File: src/rtl/wdog_pkg.sv
package wdog_pkg;
  localparam int CFG_W        = 8;
  localparam int SEL_W        = 3;
  localparam int BIT_ARM      = 7;
  localparam int BIT_RESTART  = 6;
  localparam int BIT_IDLE_RUN = 5;

  typedef struct packed {
    logic             armed;
    logic             idle_run;
    logic [SEL_W-1:0] div_sel;
  } wdog_cfg_t;
endpackage

File: src/rtl/wdog_ctrl.sv
module wdog_ctrl
  import wdog_pkg::*;
(
  input  logic             clk,
  input  logic             rst_n,
  input  logic             wr_en,
  input  logic [CFG_W-1:0] wr_data,
  input  logic             expire,
  output wdog_cfg_t        cfg,
  output logic             restart,
  output logic [CFG_W-1:0] rd_data
);
  wdog_cfg_t cfg_q, cfg_d;

  always_comb begin
    cfg_d = cfg_q;
    if (wr_en) begin
      cfg_d.idle_run = wr_data[BIT_IDLE_RUN];
      cfg_d.div_sel  = wr_data[SEL_W-1:0];
      if (wr_data[BIT_ARM]) cfg_d.armed = 1'b1;
    end
    if (expire) cfg_d.armed = 1'b0;
  end

  always_ff @(posedge clk or negedge rst_n) begin
    if (!rst_n) cfg_q <= '0;
    else        cfg_q <= cfg_d;
  end

  assign restart = wr_en & wr_data[BIT_RESTART];
  assign cfg     = cfg_q;

  always_comb begin
    rd_data               = '0;
    rd_data[BIT_ARM]      = cfg_q.armed;
    rd_data[BIT_IDLE_RUN] = cfg_q.idle_run;
    rd_data[SEL_W-1:0]    = cfg_q.div_sel;
  end

  AST_ARM_STICKY: assert property (@(posedge clk) disable iff (!rst_n)
    (cfg_q.armed && !expire) |=> cfg_q.armed);
  AST_ARM_DROP: assert property (@(posedge clk) disable iff (!rst_n)
    expire |=> !cfg_q.armed);
endmodule

File: src/rtl/wdog_prescaler.sv
module wdog_prescaler #(
  parameter int PRE_W = 8,
  parameter int SEL_W = 3
) (
  input  logic             clk,
  input  logic             rst_n,
  input  logic             clear,
  input  logic             advance,
  input  logic [SEL_W-1:0] sel,
  output logic             stage_out
);
  logic [PRE_W-1:0] pre_q, pre_d, tap_mask;

  for (genvar g = 0; g < PRE_W; g++) begin : g_tap
    assign tap_mask[g] = (int'(sel) >= g);
  end

  assign stage_out = advance & ((pre_q & tap_mask) == tap_mask);

  always_comb begin
    pre_d = pre_q;
    if (clear)        pre_d = '0;
    else if (advance) pre_d = pre_q + 1'b1;
  end

  always_ff @(posedge clk or negedge rst_n) begin
    if (!rst_n) pre_q <= '0;
    else        pre_q <= pre_d;
  end

  AST_PRE_HOLD: assert property (@(posedge clk) disable iff (!rst_n)
    (!clear && !advance) |=> $stable(pre_q));
  AST_PRE_CLEAR: assert property (@(posedge clk) disable iff (!rst_n)
    clear |=> (pre_q == '0));
endmodule

File: src/rtl/wdog_counter.sv
module wdog_counter #(
  parameter int CNT_W = 15
) (
  input  logic clk,
  input  logic rst_n,
  input  logic clear,
  input  logic step,
  output logic expire
);
  logic [CNT_W-1:0] cnt_q, cnt_d;

  assign expire = step & (&cnt_q) & ~clear;

  always_comb begin
    cnt_d = cnt_q;
    if (clear)     cnt_d = '0;
    else if (step) cnt_d = cnt_q + 1'b1;
  end

  always_ff @(posedge clk or negedge rst_n) begin
    if (!rst_n) cnt_q <= '0;
    else        cnt_q <= cnt_d;
  end

  AST_CNT_HOLD: assert property (@(posedge clk) disable iff (!rst_n)
    (!clear && !step) |=> $stable(cnt_q));
  AST_CNT_RESTART: assert property (@(posedge clk) disable iff (!rst_n)
    clear |=> (cnt_q == '0));
  AST_WRAP_ZERO: assert property (@(posedge clk) disable iff (!rst_n)
    expire |=> (cnt_q == '0));
endmodule

File: src/rtl/wdog_core.sv
module wdog_core
  import wdog_pkg::*;
#(
  parameter int CNT_W = 15,
  parameter int PRE_W = 8
) (
  input  logic             clk,
  input  logic             rst_n,
  input  logic             mc_tick,
  input  logic             idle_i,
  input  logic             cfg_we,
  input  logic [CFG_W-1:0] cfg_wdata,
  output logic [CFG_W-1:0] cfg_rdata,
  output logic             wdt_rst_o
);
  localparam int SYNC_STAGES = 2;

  logic [SYNC_STAGES-1:0] rst_pipe;
  logic                   rst_int_n;
  wdog_cfg_t              cfg;
  logic                   restart, advance, stage, expire, pre_clear, req_q;

  always_ff @(posedge clk or negedge rst_n) begin
    if (!rst_n) rst_pipe <= '0;
    else        rst_pipe <= {rst_pipe[SYNC_STAGES-2:0], 1'b1};
  end
  assign rst_int_n = rst_pipe[SYNC_STAGES-1];

  wdog_ctrl u_ctrl (
    .clk     (clk),
    .rst_n   (rst_int_n),
    .wr_en   (cfg_we),
    .wr_data (cfg_wdata),
    .expire  (expire),
    .cfg     (cfg),
    .restart (restart),
    .rd_data (cfg_rdata)
  );

  assign advance   = cfg.armed & mc_tick & ~(idle_i & ~cfg.idle_run);
  assign pre_clear = restart | expire;

  wdog_prescaler #(.PRE_W(PRE_W), .SEL_W(SEL_W)) u_pre (
    .clk       (clk),
    .rst_n     (rst_int_n),
    .clear     (pre_clear),
    .advance   (advance),
    .sel       (cfg.div_sel),
    .stage_out (stage)
  );

  wdog_counter #(.CNT_W(CNT_W)) u_cnt (
    .clk    (clk),
    .rst_n  (rst_int_n),
    .clear  (restart),
    .step   (stage),
    .expire (expire)
  );

  always_ff @(posedge clk or negedge rst_int_n) begin
    if (!rst_int_n) req_q <= 1'b0;
    else            req_q <= expire;
  end
  assign wdt_rst_o = req_q;

  AST_PULSE_SINGLE: assert property (@(posedge clk) disable iff (!rst_int_n)
    wdt_rst_o |=> !wdt_rst_o);
  AST_PULSE_DISARMS: assert property (@(posedge clk) disable iff (!rst_int_n)
    wdt_rst_o |-> !cfg_rdata[BIT_ARM]);
  AST_RESTART_READS_ZERO: assert property (@(posedge clk) disable iff (!rst_int_n)
    cfg_we |=> !cfg_rdata[BIT_RESTART]);
endmodule

File: config.mk
export PLATFORM = sky130hd
export DESIGN_NAME = wdog_core
export DESIGN_NICKNAME = d
export VERILOG_FILES = /design/src/rtl/wdog_pkg.sv /design/src/rtl/wdog_ctrl.sv /design/src/rtl/wdog_prescaler.sv /design/src/rtl/wdog_counter.sv /design/src/rtl/wdog_core.sv
export SDC_FILE = /design/constraint.sdc
export NUM_CORES = 1
export LEC_CHECK = 0
export BUFFER_PORTS_ARGS = -buffer_cell sky130_fd_sc_hd__buf_4
export CAP_MARGIN = 5
export CORE_AREA = 2 2 55 57
export CTS_BUF_LIST = sky130_fd_sc_hd__clkbuf_8
export DETAILED_ROUTE_END_ITERATION = 12
export DIE_AREA = 0 0 57 59
export HOLD_SLACK_MARGIN = 0.1
export PLACE_DENSITY = 0.83
export SETUP_SLACK_MARGIN = 0.02
export SYNTH_ARGS = -nofsm -noshare
export SYNTH_HDL_FRONTEND = slang
export SYNTH_SLANG_ARGS = --single-unit
File: constraint.sdc
create_clock -name clk -period 1.82 [get_ports clk]
set_input_delay 0.364 -clock clk [delete_from_list [all_inputs] [get_ports clk]]
set_output_delay 0.364 -clock clk [all_outputs]
set_load 0.005 [all_outputs]
==> run_results.csv <==
group,metric,value,unit
yosys,ys_types,39,
floorplanning,die_h,59,um
cells_and_area,drive_gt1_frac,0.464,
setup_path,crit_required,2040,ps
routing,vias,1890,
yosys,synth_top_cells_by_count,"31 x dfrtp_1, 15 x nand2_1, 15 x nor2_1",
global_routing,grt_max_degree,30,
status,violations,"negative setup slack",
floorplanning,num_io_pins,22,
clocking,clk_path_buf_depth,2,
yosys,synth_top_family_by_area,"simple AND/OR/NAND/NOR gates",
setup_path,rr_startpoint,"u_ctrl.cfg[2]$_DFFE_PN0P_",
routing,via_per_inst,7.05,
timing,rsz0062_at_grt,"yes",
routing,drtIter0Drc,209,
global_routing,grt.met2_usage,0.695,
yosys,muxShareOfSynthArea,0.0390,
run,cap_violations,0,
timing,tns,-8200,ps
setup_path,cp_data_arrival_time,2480,ps
clocking,clk_pin_slew,70,ps
cells_and_area,syn_to_final_growth,50.9,%
pwr,leakage,1.11,nW
global_routing,grt_pass1_wl,9740,um
routing,ant_nets,0,
setup_path,r2r_end,"u_cnt.cnt_q[3]$_DFFE_PN0P_",
yosys,async_flop_share,1.00,
yosys,synth_compound_area_frac,0.142,
yosys,netlist.area_leader.share,0.465,
timing,max_freq,443,MHz
yosys,ys_top_cells_by_area,"dfrtp_1 47%, a21oi_1 4.2%, nand2_1 3.4%",
global_routing,met3_usage,0.103,
floorplanning,initial_core_util,0.615,
floorplanning,num_rows,19,
clocking,htree_levels,2,
yosys,ys.flop_type,"dfrtp_1",
yosys,synth_warnings,0,
yosys,synth_cells,169,
clocking,cts_buffers,5,
place,dp_hpwl,3220,um
clocking,cts.sinks,31,
routing,dr.pass1.iters,5,
yosys,ys_seq_elements,31,
timing,max-slew-margin-rel,0.468,
pwr,power,1.81,mW
routing,route.detailed.drc,0,
pwr,vdd_drop_max,0.000918,V
yosys,synth_area,1670,um^2
global_routing,grt_pass1_vias,1912,
global_routing,antenna_found_initial,0,
worst_hold_path,hold_path.class,"register to asynchronous set/reset pin",
cells_and_area,ff_latch_area,776,um^2
yosys,synth_xor_area_frac,0.0420,
clocking,cts_tree,"yes",
timing,fin_crit_sh,1.24,
yosys,synth-edff-count,0,
routing,wire_per_inst,25.5,um
global_routing,top_usage_layer,"met2",
routing,wl,6850,um
timing,worst_pin_slew,798,ps
place,routabilityCongestion,0.850,
timing,slew_violations,0,
setup_path,crit_path_start_kind,"register",
cells_and_area,fill_cells,94,
floorplanning,dieArea,3360,um^2
setup_path,endpoint_kind,"register",
place,io_buffers,16,
yosys,yosys.area_share.simple,0.247,
floorplanning,core,2710,um^2
setup_path,cp_max_fo,6,
global_routing,met1_usage,0.453,
cells_and_area,antenna_cells,0,
yosys,yosysSeqAreaShare,0.465,
clocking,clk_latency,290,ps
timing,setup_ws,-438,ps
yosys,synth-adder-area-share,0.0150,
setup_path,reg2reg_depth,6,
timing,finalHoldViolations,0,
yosys,synth.largest_area_cell,"dfrtp_1",
status,status,"complete, but fails checks",
setup_path,crit_type,"register to register",
clocking,cts_root_buffer,"clkbuf_8",
global_routing,grt.overflow.total,0,
global_routing,grt.total_usage,0.398,
timing,period_minus_slack,2260,ps
floorplanning,chipWidth,57,um
yosys,avgSynthCellArea,9.87,um^2
yosys,synth.most_common_cell,"dfrtp_1",
setup_path,ff2ff_setup_slack,-440,ps
cells_and_area,multi_input_area,1060,um^2
timing,setup_viol,24,
pwr,power_density,718,nW/um^2
timing,finClkSkew,5.21,ps
cells_and_area,layout.nets,252,
[cell type report]
type / count / area share
repair buffers: 67 / 0.216
well taps: 31 / 0.0154
clock buffers: 6 / 0.0328
multi-input cells: 128 / 0.420
clock inverters: 1 / 0.00199
flip-flops and latches: 31 / 0.308
inverters: 4 / 0.00597
[critical path: stages (launching register included)]
cell and delay, ps:
dfrtp_1 450, buf_6 150, a311o_1 340, or4_4 560
buf_6 170, or3_1 360, a21oi_2 150
[report_power, final]
part           internal (mW)  switching (mW)
sequential             0.728          0.0421
clock                  0.296           0.264
combinational          0.241           0.235
total                   1.26           0.541
[what timing repair did]
action / 4_1_cts / 5_1_grt
endpoints found under the setup margin: 24 / 24
buffers inserted: 6 / 5
hold endpoints to repair: 2 / 0
gates cloned: 1 / 0
pin swaps: 17 / 10
hold buffers: 1 / 0
resized for setup: 28 / 21
[sequential cells by signal (all words and copies together), names as in the netlist]
name         flops
u_cnt.cnt_q     15
u_pre.pre_q      8
u_ctrl.cfg       5
rst_pipe         2
wdt_rst_o        1
[layer usage]
layer / part of all wire / up-vias
li1: - / 763
met1: 0.34 / 905
met2: 0.48 / 161
met3: 0.10 / 61
met4: 0.074 / 0
met5: 0 / -
[per-stage QoR]
| step | instances | area, um^2 | setup slack [ps] | util | hold WS [ps] |
|---|---|---|---|---|---|
| 6_report | 268 | 2520 | -438 | 0.928 | 253 |
| 4_1_cts | 263 | 2380 | -275 | 0.879 | 257 |
| 3_3_place_gp | 248 | 2100 | -252 | 0.775 | 147 |
| 2_1_floorplan | 171 | 1720 | -244 | - | 68.4 |
| 5_1_grt | 268 | 2520 | -448 | 0.928 | 303 |
| 3_5_place_dp | 248 | 2100 | -331 | 0.775 | 148 |
[cell usage in the layout, fill, tap and decap left out, types with 2 or more instances in the layout]
cell type | netlist | routed
nor3_1 | 3 | 2
buf_6 | 1 | 10
inv_1 | 4 | 4
nor4_4 | 0 | 3
or4_4 | 1 | 4
o31ai_4 | 0 | 2
a21oi_1 | 14 | 8
conb_1 | 2 | 4
xor2_1 | 2 | 2
clkbuf_8 | 0 | 6
buf_4 | 5 | 56
mux2_2 | 4 | 4
or4b_4 | 0 | 2
o41ai_2 | 0 | 2
and3_1 | 3 | 3
o21ai_1 | 0 | 2
or4_1 | 7 | 4
o41ai_4 | 1 | 2
o31ai_1 | 7 | 3
nand2b_1 | 2 | 2
a21oi_2 | 0 | 6
nor2_1 | 15 | 15
ha_1 | 2 | 2
or3_4 | 0 | 3
o31ai_2 | 0 | 2
nand2_1 | 15 | 14
xnor2_1 | 6 | 6
nand4_1 | 5 | 5
mux2i_1 | 2 | 2
dfrtp_1 | 31 | 31
and4_1 | 2 | 2
nand3_1 | 6 | 6
[worst max-delay path by stage]
stage / start / end / slack (ps)
6_report: u_ctrl.cfg[2]$_DFFE_PN0P_ / u_cnt.cnt_q[3]$_DFFE_PN0P_ / -440
5_1_grt: u_ctrl.cfg[2]$_DFFE_PN0P_ / u_cnt.cnt_q[5]$_DFFE_PN0P_ / -450
4_1_cts: u_ctrl.cfg[2]$_DFFE_PN0P_ / u_cnt.cnt_q[9]$_DFFE_PN0P_ / -280
3_5_place_dp: u_ctrl.cfg[2]$_DFFE_PN0P_ / u_cnt.cnt_q[10]$_DFFE_PN0P_ / -330
3_3_place_gp: u_ctrl.cfg[2]$_DFFE_PN0P_ / wdt_rst_o$_DFF_PN0_ / -250
2_1_floorplan: u_ctrl.cfg[2]$_DFFE_PN0P_ / u_cnt.cnt_q[11]$_DFFE_PN0P_ / -240
[cell families after synthesis]
| group | after synthesis |
|---|---|
| compound gates | 33 |
| xor+xnor | 8 |
| fa+ha+maj | 2 |
| buf+inv | 13 |
| flops | 31 |
| mux | 6 |
| other cells | 2 |
| simple gates | 74 |
No activity file was read; power rests on OpenSTA's default activity.
